--- src/rtl/shbus_sram_pkg.sv ---
package shbus_sram_pkg;

  typedef enum logic [1:0] {
    BUS_OFF   = 2'd0,
    BUS_IDLE  = 2'd1,
    BUS_WRITE = 2'd2,
    BUS_READ  = 2'd3
  } bus_mode_e;

  function automatic int max_of5(input int a, input int b, input int c,
                                 input int d, input int e);
    int m;
    m = a;
    if (b > m) m = b;
    if (c > m) m = c;
    if (d > m) m = d;
    if (e > m) m = e;
    return m;
  endfunction

endpackage

--- src/rtl/shbus_sram_decode.sv ---
module shbus_sram_decode
  import shbus_sram_pkg::*;
(
  input  logic      sel_n,
  input  logic      rd_n,
  input  logic      wr_n,
  output bus_mode_e mode
);

  // read enable outranks the write strobe
  always_comb begin
    if (sel_n)      mode = BUS_OFF;
    else if (!rd_n) mode = BUS_READ;
    else if (!wr_n) mode = BUS_WRITE;
    else            mode = BUS_IDLE;
  end

endmodule

--- src/rtl/shbus_sram_wmon.sv ---
module shbus_sram_wmon #(
  parameter int AW         = 5,
  parameter int DW         = 8,
  parameter int ADDR_SETUP = 2,
  parameter int CSEL_SETUP = 2,
  parameter int DATA_SETUP = 1,
  parameter int DATA_HOLD  = 1,
  parameter int MIN_PULSE  = 2,
  parameter bit CHECK_EN   = 1'b1
) (
  input  logic          clk,
  input  logic          rst_n,
  input  logic [AW-1:0] addr,
  input  logic [DW-1:0] din,
  input  logic          sel_n,
  input  logic          rd_n,
  input  logic          wr_n,
  output logic          commit,
  output logic [AW-1:0] commit_addr,
  output logic [DW-1:0] commit_data,
  output logic          viol
);

  localparam int MAXP = shbus_sram_pkg::max_of5(ADDR_SETUP, CSEL_SETUP,
                                                DATA_SETUP, DATA_HOLD, MIN_PULSE);
  localparam int CW = $clog2(MAXP + 2);
  localparam logic [CW-1:0] CNT_TOP = CW'(MAXP);

  function automatic logic [CW-1:0] bump(input logic [CW-1:0] v);
    return (v == CNT_TOP) ? v : v + CW'(1);
  endfunction

  // input history
  logic [AW-1:0] addr_q;
  logic [DW-1:0] din_q;
  logic [CW-1:0] aage_q, aage_n, dage_q, dage_n, sage_q, sage_n;
  // strobe tracking
  logic          wr_q;
  logic          busy_q, busy_n, spoil_q, spoil_n, bad_q, bad_n;
  logic [CW-1:0] pcnt_q, pcnt_n;
  // hold window
  logic          pend_q, pend_n;
  logic [CW-1:0] hcnt_q, hcnt_n;
  logic [AW-1:0] cap_a_q, cap_a_n;
  logic [DW-1:0] cap_d_q, cap_d_n;

  logic addr_same, din_same;
  logic stb_start, stb_mid, stb_end;
  logic start_ok, end_ok, take, pass, viol_end, hold_fail, hold_done;

  assign addr_same = (addr == addr_q);
  assign din_same  = (din == din_q);
  assign stb_start = !wr_n && wr_q;
  assign stb_mid   = !wr_n && !wr_q && busy_q;
  assign stb_end   = wr_n && !wr_q && busy_q;

  assign start_ok = addr_same && (aage_q >= CW'(ADDR_SETUP)) &&
                    !sel_n && (sage_q >= CW'(CSEL_SETUP));
  assign end_ok   = !bad_q && addr_same && !sel_n &&
                    (pcnt_q >= CW'(MIN_PULSE)) &&
                    din_same && (dage_q >= CW'(DATA_SETUP));

  assign take      = stb_end && !spoil_q;
  assign pass      = take && (end_ok || !CHECK_EN);
  assign viol_end  = take && CHECK_EN && !end_ok;
  assign hold_fail = pend_q && CHECK_EN && (din != cap_d_q);
  assign hold_done = pend_q && !hold_fail && (hcnt_q == CW'(1));
  assign viol      = viol_end || hold_fail;

  always_comb begin
    aage_n  = addr_same ? bump(aage_q) : CW'(1);
    dage_n  = din_same  ? bump(dage_q) : CW'(1);
    sage_n  = sel_n ? '0 : bump(sage_q);
    busy_n  = busy_q;
    spoil_n = spoil_q;
    bad_n   = bad_q;
    pcnt_n  = pcnt_q;
    if (stb_start) begin
      busy_n  = !sel_n;
      spoil_n = !rd_n;
      bad_n   = CHECK_EN && !start_ok;
      pcnt_n  = CW'(1);
    end else if (stb_mid) begin
      pcnt_n = bump(pcnt_q);
      if (!rd_n) spoil_n = 1'b1;
      if (CHECK_EN && (!addr_same || sel_n)) bad_n = 1'b1;
    end else if (stb_end) begin
      busy_n = 1'b0;
    end
  end

  always_comb begin
    pend_n  = pend_q;
    hcnt_n  = hcnt_q;
    cap_a_n = cap_a_q;
    cap_d_n = cap_d_q;
    if (pend_q) begin
      if (hold_fail || hold_done) pend_n = 1'b0;
      else                        hcnt_n = hcnt_q - CW'(1);
    end
    if (pass && (DATA_HOLD > 0)) begin
      pend_n  = 1'b1;
      hcnt_n  = CW'(DATA_HOLD);
      cap_a_n = addr;
      cap_d_n = din;
    end
  end

  always_ff @(posedge clk or negedge rst_n) begin
    if (!rst_n) begin
      addr_q  <= '0;
      din_q   <= '0;
      aage_q  <= '0;
      dage_q  <= '0;
      sage_q  <= '0;
      wr_q    <= 1'b1;
      busy_q  <= 1'b0;
      spoil_q <= 1'b0;
      bad_q   <= 1'b0;
      pcnt_q  <= '0;
      pend_q  <= 1'b0;
      hcnt_q  <= '0;
      cap_a_q <= '0;
      cap_d_q <= '0;
    end else begin
      addr_q  <= addr;
      din_q   <= din;
      aage_q  <= aage_n;
      dage_q  <= dage_n;
      sage_q  <= sage_n;
      wr_q    <= wr_n;
      busy_q  <= busy_n;
      spoil_q <= spoil_n;
      bad_q   <= bad_n;
      pcnt_q  <= pcnt_n;
      pend_q  <= pend_n;
      hcnt_q  <= hcnt_n;
      cap_a_q <= cap_a_n;
      cap_d_q <= cap_d_n;
    end
  end

  generate
    if (DATA_HOLD == 0) begin : g_nohold
      assign commit      = pass;
      assign commit_addr = addr;
      assign commit_data = din;
    end else begin : g_hold
      assign commit      = hold_done;
      assign commit_addr = cap_a_q;
      assign commit_data = cap_d_q;
    end
  endgenerate

  AST_COMMIT_DATA_HELD: assert property (@(posedge clk) disable iff (!rst_n)
    (CHECK_EN && (DATA_HOLD > 0) && commit) |-> (din == $past(din)))
    else $error("commit while data moved");

  AST_SHORT_PULSE_FLAGGED: assert property (@(posedge clk) disable iff (!rst_n)
    (CHECK_EN && take && (pcnt_q < CW'(MIN_PULSE))) |-> (viol && !commit_from_end()))
    else $error("short strobe not flagged");

  function automatic logic commit_from_end();
    return (DATA_HOLD == 0) && commit;
  endfunction

  AST_SPOILED_SILENT: assert property (@(posedge clk) disable iff (!rst_n)
    (stb_end && spoil_q && !pend_q) |-> !viol)
    else $error("read-overridden strobe raised error");

endmodule

--- src/rtl/shbus_sram_array.sv ---
module shbus_sram_array #(
  parameter int AW       = 5,
  parameter int DW       = 8,
  parameter int READ_LAT = 0
) (
  input  logic          clk,
  input  logic          rst_n,
  input  logic          we,
  input  logic [AW-1:0] waddr,
  input  logic [DW-1:0] wdata,
  input  logic          rd_en,
  input  logic [AW-1:0] raddr,
  output logic [DW-1:0] rdata
);

  localparam int DEPTH = 1 << AW;

  logic [DW-1:0] mem [DEPTH];

  // storage is not reset
  always_ff @(posedge clk) begin
    if (we) mem[waddr] <= wdata;
  end

  generate
    if (READ_LAT == 0) begin : g_comb_rd
      logic unused_rd;
      assign unused_rd = rd_en ^ rst_n;
      assign rdata = mem[raddr];
    end else begin : g_reg_rd
      logic [DW-1:0] rdata_q;
      always_ff @(posedge clk or negedge rst_n) begin
        if (!rst_n)     rdata_q <= '0;
        else if (rd_en) rdata_q <= mem[raddr];
      end
      assign rdata = rdata_q;
    end
  endgenerate

endmodule

--- src/rtl/shbus_sram.sv ---
module shbus_sram #(
  parameter int AW         = 5,
  parameter int DW         = 8,
  parameter int ADDR_SETUP = 2,
  parameter int CSEL_SETUP = 2,
  parameter int DATA_SETUP = 1,
  parameter int DATA_HOLD  = 1,
  parameter int MIN_PULSE  = 2,
  parameter bit CHECK_EN   = 1'b1,
  parameter int READ_LAT   = 0
) (
  input  logic          clk,
  input  logic          rst_n,
  input  logic [AW-1:0] addr,
  input  logic          sel_n,
  input  logic          rd_n,
  input  logic          wr_n,
  input  logic [DW-1:0] din,
  output logic [DW-1:0] dout,
  output logic          doe,
  output logic          werr
);
  import shbus_sram_pkg::*;

  // reset: asserted at once, released on the clock
  logic [1:0] rsync_q;
  logic       rst_n_s;
  always_ff @(posedge clk or negedge rst_n) begin
    if (!rst_n) rsync_q <= 2'b00;
    else        rsync_q <= {rsync_q[0], 1'b1};
  end
  assign rst_n_s = rsync_q[1];

  bus_mode_e     mode;
  logic          commit, viol;
  logic [AW-1:0] c_addr;
  logic [DW-1:0] c_data, rdata;
  logic          err_q, err_n;

  shbus_sram_decode u_dec (
    .sel_n (sel_n),
    .rd_n  (rd_n),
    .wr_n  (wr_n),
    .mode  (mode)
  );

  shbus_sram_wmon #(
    .AW(AW), .DW(DW), .ADDR_SETUP(ADDR_SETUP), .CSEL_SETUP(CSEL_SETUP),
    .DATA_SETUP(DATA_SETUP), .DATA_HOLD(DATA_HOLD), .MIN_PULSE(MIN_PULSE),
    .CHECK_EN(CHECK_EN)
  ) u_mon (
    .clk         (clk),
    .rst_n       (rst_n_s),
    .addr        (addr),
    .din         (din),
    .sel_n       (sel_n),
    .rd_n        (rd_n),
    .wr_n        (wr_n),
    .commit      (commit),
    .commit_addr (c_addr),
    .commit_data (c_data),
    .viol        (viol)
  );

  shbus_sram_array #(.AW(AW), .DW(DW), .READ_LAT(READ_LAT)) u_arr (
    .clk   (clk),
    .rst_n (rst_n_s),
    .we    (commit),
    .waddr (c_addr),
    .wdata (c_data),
    .rd_en (doe),
    .raddr (addr),
    .rdata (rdata)
  );

  assign doe  = (mode == BUS_READ);
  assign dout = doe ? rdata : '0;

  always_comb begin
    err_n = err_q;
    if (viol) err_n = 1'b1;
  end

  always_ff @(posedge clk or negedge rst_n_s) begin
    if (!rst_n_s) err_q <= 1'b0;
    else          err_q <= err_n;
  end
  assign werr = err_q;

  AST_OE_READ_ONLY: assert property (@(posedge clk) disable iff (!rst_n_s)
    doe |-> (!sel_n && !rd_n))
    else $error("bus driven outside read");

  AST_ERR_STICKY: assert property (@(posedge clk) disable iff (!rst_n_s)
    $past(werr) |-> werr)
    else $error("error flag cleared without reset");

  AST_ERR_ON_VIOL: assert property (@(posedge clk) disable iff (!rst_n_s)
    viol |=> werr)
    else $error("violation not recorded");

endmodule

--- config.mk ---
export PLATFORM = sky130hd
export DESIGN_NAME = shbus_sram
export DESIGN_NICKNAME = d
export VERILOG_FILES = /design/src/rtl/shbus_sram_pkg.sv /design/src/rtl/shbus_sram_decode.sv /design/src/rtl/shbus_sram_wmon.sv /design/src/rtl/shbus_sram_array.sv /design/src/rtl/shbus_sram.sv
export SDC_FILE = /design/constraint.sdc
export NUM_CORES = 1
export LEC_CHECK = 0
export BUFFER_PORTS_ARGS = -buffer_cell sky130_fd_sc_hd__buf_2
export CORE_UTILIZATION = 55
export DETAILED_ROUTE_END_ITERATION = 10
export HOLD_SLACK_MARGIN = 0.12
export PLACE_DENSITY = 0.71
export SETUP_SLACK_MARGIN = 0.15
export SYNTH_ARGS = -nofsm -noshare
export SYNTH_HDL_FRONTEND = slang
export SYNTH_SLANG_ARGS = --single-unit
export TNS_END_PERCENT = 30
--- constraint.sdc ---
create_clock -name clk -period 2 [get_ports clk]
set_input_delay 0.3 -clock clk [delete_from_list [all_inputs] [get_ports clk]]
set_output_delay 0.3 -clock clk [all_outputs]
set_load 0.02 [all_outputs]
* After elaboration in Yosys (flattened, before gate mapping)
Memories as Yosys holds them, arrays and structs flattened.
Cells that the tools add are included.
** Cells by class
- Add/subtract/negate cells :: 5
- Magnitude comparators :: 4
- Reductions and logical operators :: 41
- Muxes and demuxes :: 30
- Equality and inequality tests :: 16
** Operators by type and width (count)
- two-way mux 2 bit :: 15
- logical AND 1 bit :: 19
- two-way mux 1 bit :: 14
- == test 2 bit, second input constant :: 5
- zero test 1 bit :: 10
- AND reduction 2 bit :: 5
- adder 2 x 1 -> 2 bit, second input constant :: 4
- == test 8 bit :: 1
- two-way mux 8 bit :: 1
- inequality test 2 x 1 -> 1 bit, second input constant :: 4
- inequality test 8 bit :: 1
- nonzero test 2 bit :: 4
- >= comparator 2 bit, second input constant :: 3
- inequality test 2 bit, second input constant :: 3
- == test 5 bit :: 1
- logical OR 1 bit :: 3
- == test 2 x 1 -> 1 bit, second input constant :: 1
- >= comparator 2 x 1 -> 1 bit, second input constant :: 1
- subtractor 2 x 1 -> 2 bit, second input constant :: 1
** Word-level totals
- Flip-flop bits (word level) :: 44
- Input port bits :: 18
- Memories :: 1
- Output and inout port bits :: 10
- Word-level logic and storage cells :: 113
- Memory bits (writable) :: 256
** Memories
- u_arr.mem :: words 32, width 8, rd ports 1, clocked after Yosys merged registers in 0, wr ports 1, line shbus_sram_array.sv:18 : logic [DW-1:0] mem [DEPTH];

* Logic depth before layout (Yosys ltp)
- Word-level depth :: 9
- Gate-level depth with buffers :: 7
- Gate-level depth less buffers :: 7

* Cells and area by module
From an unflattened synthesis, not the netlist that was laid out.
** Unflattened totals
- Cell total of the unflattened synthesis :: 575
- Area, all modules :: 11955.2 µm²
** Modules (own cells, without submodules)
- shbus_sram_array :: seq. area each 7687.4 µm², area each 9893.2 µm², times used 1, cells an instance 409
- shbus_sram_wmon :: seq. area each 1027.2 µm², area each 1901.8 µm², times used 1, cells an instance 149
- shbus_sram :: seq. area each 75.1 µm², area each 142.6 µm², times used 1, cells an instance 14
- shbus_sram_decode :: seq. area each 0.0 µm², area each 17.5 µm², times used 1, cells an instance 3

* Worst setup path before layout
Ideal clock, no wire load.
- Kind :: register to register
- Start point :: reg u_mon.cap_d_q[0], in the netlist u_mon.commit_data[0]
- End point :: mem u_arr.mem[10][0], enable pin
- Data required time :: 1.605 ns
- Buffers on the path :: 1
- Slack :: -0.933 ns
- Arrival time :: 2.539 ns
- Cell stages (with the launch flop) :: 7
- Period minus slack after synthesis :: 2.933 ns
- Setup time :: 0.395 ns
- Cell sequence :: dfrtp_1 xnor2_1 nand4_1 nor3_1 nand3_1 buf_2 nor4_1
** On the way
- Word-level cells in the longest chain between the ends :: 7
** RTL lines
- from (decl) :: line shbus_sram_wmon.sv:45 : logic [DW-1:0] cap_d_q, cap_d_n;
- from (signal assigned) :: line shbus_sram_wmon.sv:139 : cap_d_q <= cap_d_n;
- inequality test 8 bit :: line shbus_sram_wmon.sv:66 : assign hold_fail = pend_q && CHECK_EN && (din != cap_d_q);
- logical AND 1 bit :: line shbus_sram_wmon.sv:66
- zero test 1 bit :: line shbus_sram_wmon.sv:67 : assign hold_done = pend_q && !hold_fail && (hcnt_q == CW'(1));
- logical AND 1 bit (2 in a row) :: line shbus_sram_wmon.sv:67
- two-way mux 1 bit :: line shbus_sram_array.sv:22 : if (we) mem[waddr] <= wdata;
- two-way mux 1 bit (implied by the code) :: line shbus_sram_array.sv:22
- to (decl) :: line shbus_sram_array.sv:18
Every way passes these cells.

* Worst setup path in the final report
- Start point :: mem u_arr.mem[20][5]
- End point :: out dout[5]
** On the way
- Word-level cells in the longest chain between the ends :: 2
** RTL lines
- memory read (32 x 8 bit)
- two-way mux 8 bit :: line shbus_sram.sv:77 : assign dout = doe ? rdata : '0;
- to (decl) :: line shbus_sram.sv:19 : output logic [DW-1:0] dout,
Every way passes these cells.

==> flow_summary_export.csv <==
group,metric,value,unit
power,p_per_area,858,nW/um2
floorplanning,initial_core_util,56.8,%
floorplanning,num_rows,53,
placed_design,hpwl,16500,um
placed_design,port_buffers,27,
critical_path,crit_arrival,2200,ps
timing,relSlewSlack,56.5,%
job,cap_violations,0,
cts,clk_pin_slew,60,ps
floorplanning,dieArea,22600,um2
timing,rsz0062_at_grt,"yes",
yosys,netlist_area,12100,um2
finish,antenna_cells,0,
finish,fillCellCount,1243,
finish,multi_input_area,3540,um2
timing,min_period_over_period,125,%
global_routing,overflow,0,
global_routing,track_usage,24.8,%
global_routing,grt_max_degree,34,
critical_path,crit_type,"reg -> out",
run_status,status,"finished, violations left",
finish,final_util,72.0,%
timing,min_period,2500,ps
yosys,synth_top_area_share,63.6,%
finish,drive_above_1_share,42.1,%
cts,cts_tree,"done",
global_routing,antenna_found_initial,0,
cts,cts-buffers-inserted,30,
floorplanning,pin_count,28,
power,peakVddDrop,0.000674,V
yosys,ys_ff_latch,300,
route,detail_route.iter0.violations,512,
cts,clock_latency,550,ps
timing,setup_viol,256,
global_routing,grt_pass1_wl,40400,um
yosys,synth_top_cell_by_area,"edfxtp_1",
cts,htreeDepth,1,
timing,max_freq,400,MHz
placed_design,gp_congestion,0.791,
critical_path,worstPathMaxFanout,1,
yosys,synth_cell_types,46,
run_status,violations,"setup timing",
cts,cts_max_path_buffers,3,
timing,finalHoldViolCount,0,
cts,cts.sink_count,300,
finish,nNetsFinal,788,
route,wirelength,26300,um
route,wl_per_cell,24.7,um
min_path,hold_path_class,"in -> reg",
cts,cts_root_buffer,"clkbuf_16",
finish,seq_area,8800,um2
timing,worst_pin_slew,651,ps
yosys,syn_nets,639,
route,drc,0,
yosys,yosysWarnings,0,
finish,finalNonFillerCells,1063,
route,drt-vias-per-instance,6.03,
route,drtAntennaViolNets,0,
floorplanning,core-area,21300,um2
timing,setup_slack,-500,ps
placed_design,dp_cells,981,
floorplanning,die_h,150,um
finish,area_growth,26.8,%
timing,finClkSkew,14.8,ps
power,p_leak,5.98,nW
critical_path,cp-start-kind,"register",
critical_path,required,1700,ps
route,vias,6409,
yosys,synth.area.top_cells,"edfxtp_1 64%, mux4_2 11%, dfrtp_1 8.9%",
global_routing,first_global_vias,6820,
route,drt_first_pass_iters,5,
timing,drv_slew,0,
floorplanning,die_width,150,um
yosys,synth_cells,615,
finish,layout_commonest_cell,"edfxtp_1",
finish,layout_common_cells,"256 x edfxtp_1, 61 x mux4_2, 51 x buf_4",
critical_path,endpoint_kind,"primary output",
yosys,ys_seq_area_share,72.8,%
yosys,syn_avg_cell_area,19.6,um2
==> per-stage QoR <==
step	hold slack, ps	total power, mW	TNS, ps	cell area [um2]	setup slack, ps
2_1_floorplan	4.41	7.26	-58720	12400	-287
3_3_place_gp	85.9	7.44	-32020	13700	-245
3_5_place_dp	87.6	7.46	-49480	13700	-282
4_1_cts	121	13.2	-48150	15200	-489
5_1_grt	133	13.5	-63940	15300	-579
6_report	133	13.1	-30260	15300	-500
==> final cells by class <==
type                       count  area share, %
clock buffer                  34           5.14
clock inverter                22           1.56
inverter                      11          0.269
multi-input combinational    276           23.1
sequential                   300           57.4
tap                          275           2.25
timing repair buffer         145           10.3
==> synthesized netlist by cell type, drive strengths merged <==
cell type and number:
nor2 32, nand4b 2, and4 1, nor2b 4, nor4b 2, inv 10
clkbuf 7, edfxtp 256, clkinv 1, dfstp 1, o32ai 2, a221o 8
nand2b 6, nand4 4, a31oi 3, nand3 6, nor4 14, a21oi 11
mux2i 22, or2 2, or3 1, nor3 11, conb 1, xnor2 17
a211o 1, o221ai 1, dfrtp 43, mux2 17, and2 2, o2111a 1
ha 6, xor2 8, a22oi 3, mux4 64, a221oi 5, nand2 14
o21ai 5, buf 21
==> repair_timing <==
item / 4_1_cts / 5_1_grt
setup buffers: 6 / 3
endpoints found under the hold margin: 20 / 0
gates cloned: 1 / 0
endpoints found under the setup margin: 265 / 280
hold buffers: 16 / 0
pin swaps: 24 / 23
gates resized for setup: 55 / 27
==> sequential cells by signal (all words and copies together) (netlist names), 5 cells and up <==
| register | count |
|---|---|
| u_arr.mem | 256 |
| u_mon.commit_addr | 5 |
| u_mon.din_q | 8 |
| u_mon.commit_data | 8 |
| u_mon.addr_q | 5 |
==> worst max-delay path, stage by stage, from the launching register on <==
cell and delay (ps):
edfxtp_1 370, mux4_2 510, mux2i_2 190, nor2_2 70, a221oi_2 240, a21oi_2 120
buf_6 140
==> layer usage <==
layer,up-vias,share of wire (%),global-route usage [%]
met5,-,0,0
met4,0,1.7,6.57
met3,31,5.2,3.33
met2,207,51,41.1
met1,3372,42,35.0
li1,2799,-,-
==> logic make-up (layout without fill, tap and decap cells) <==
kind of cell | after synthesis | after routing | share of synthesized area, %
muxes | 103 | 103 | 15.7
other | 1 | 1 | 0.0310
AOI/OAI and AO/OA | 40 | 40 | 2.68
buffers and inverters | 39 | 212 | 2.03
adders and majority gates | 6 | 6 | 0.621
DFF | 300 | 300 | 72.8
and+or+nand+nor | 101 | 101 | 4.35
xor gates and xnor gates | 25 | 25 | 1.81
==> worst paths after layout <==
| check | depth (start not counted) | start | slack (ps) | endpoint |
|---|---|---|---|---|
| setup / recovery | 6 | u_arr.mem[20][5] | -500 | dout[5] |
| hold / removal | 3 | din[6] | 130 | u_mon.commit_data[6] |
| setup reg to reg | 9 | u_mon.commit_data[7] | -230 | u_arr.mem[6][3] |
| hold reg to reg | 0 | rsync_q[1] | 210 | u_mon.hcnt_q[0] |
| max in group asynchronous | 1 | rsync_q[1] | 1220 | u_mon.wr_q |
| min in group asynchronous | 0 | rsync_q[1] | 210 | u_mon.hcnt_q[0] |
==> report_power, final <==
| group | switching, mW | leakage (nW) | internal [mW] |
|---|---|---|---|
| Combinational | 0.298 | 1.97 | 0.269 |
| Sequential | 0.0500 | 3.51 | 6.76 |
| Clock | 2.30 | 0.503 | 3.47 |
| Total | 2.65 | 5.98 | 10.5 |
(Power assumes the default switching activity.)
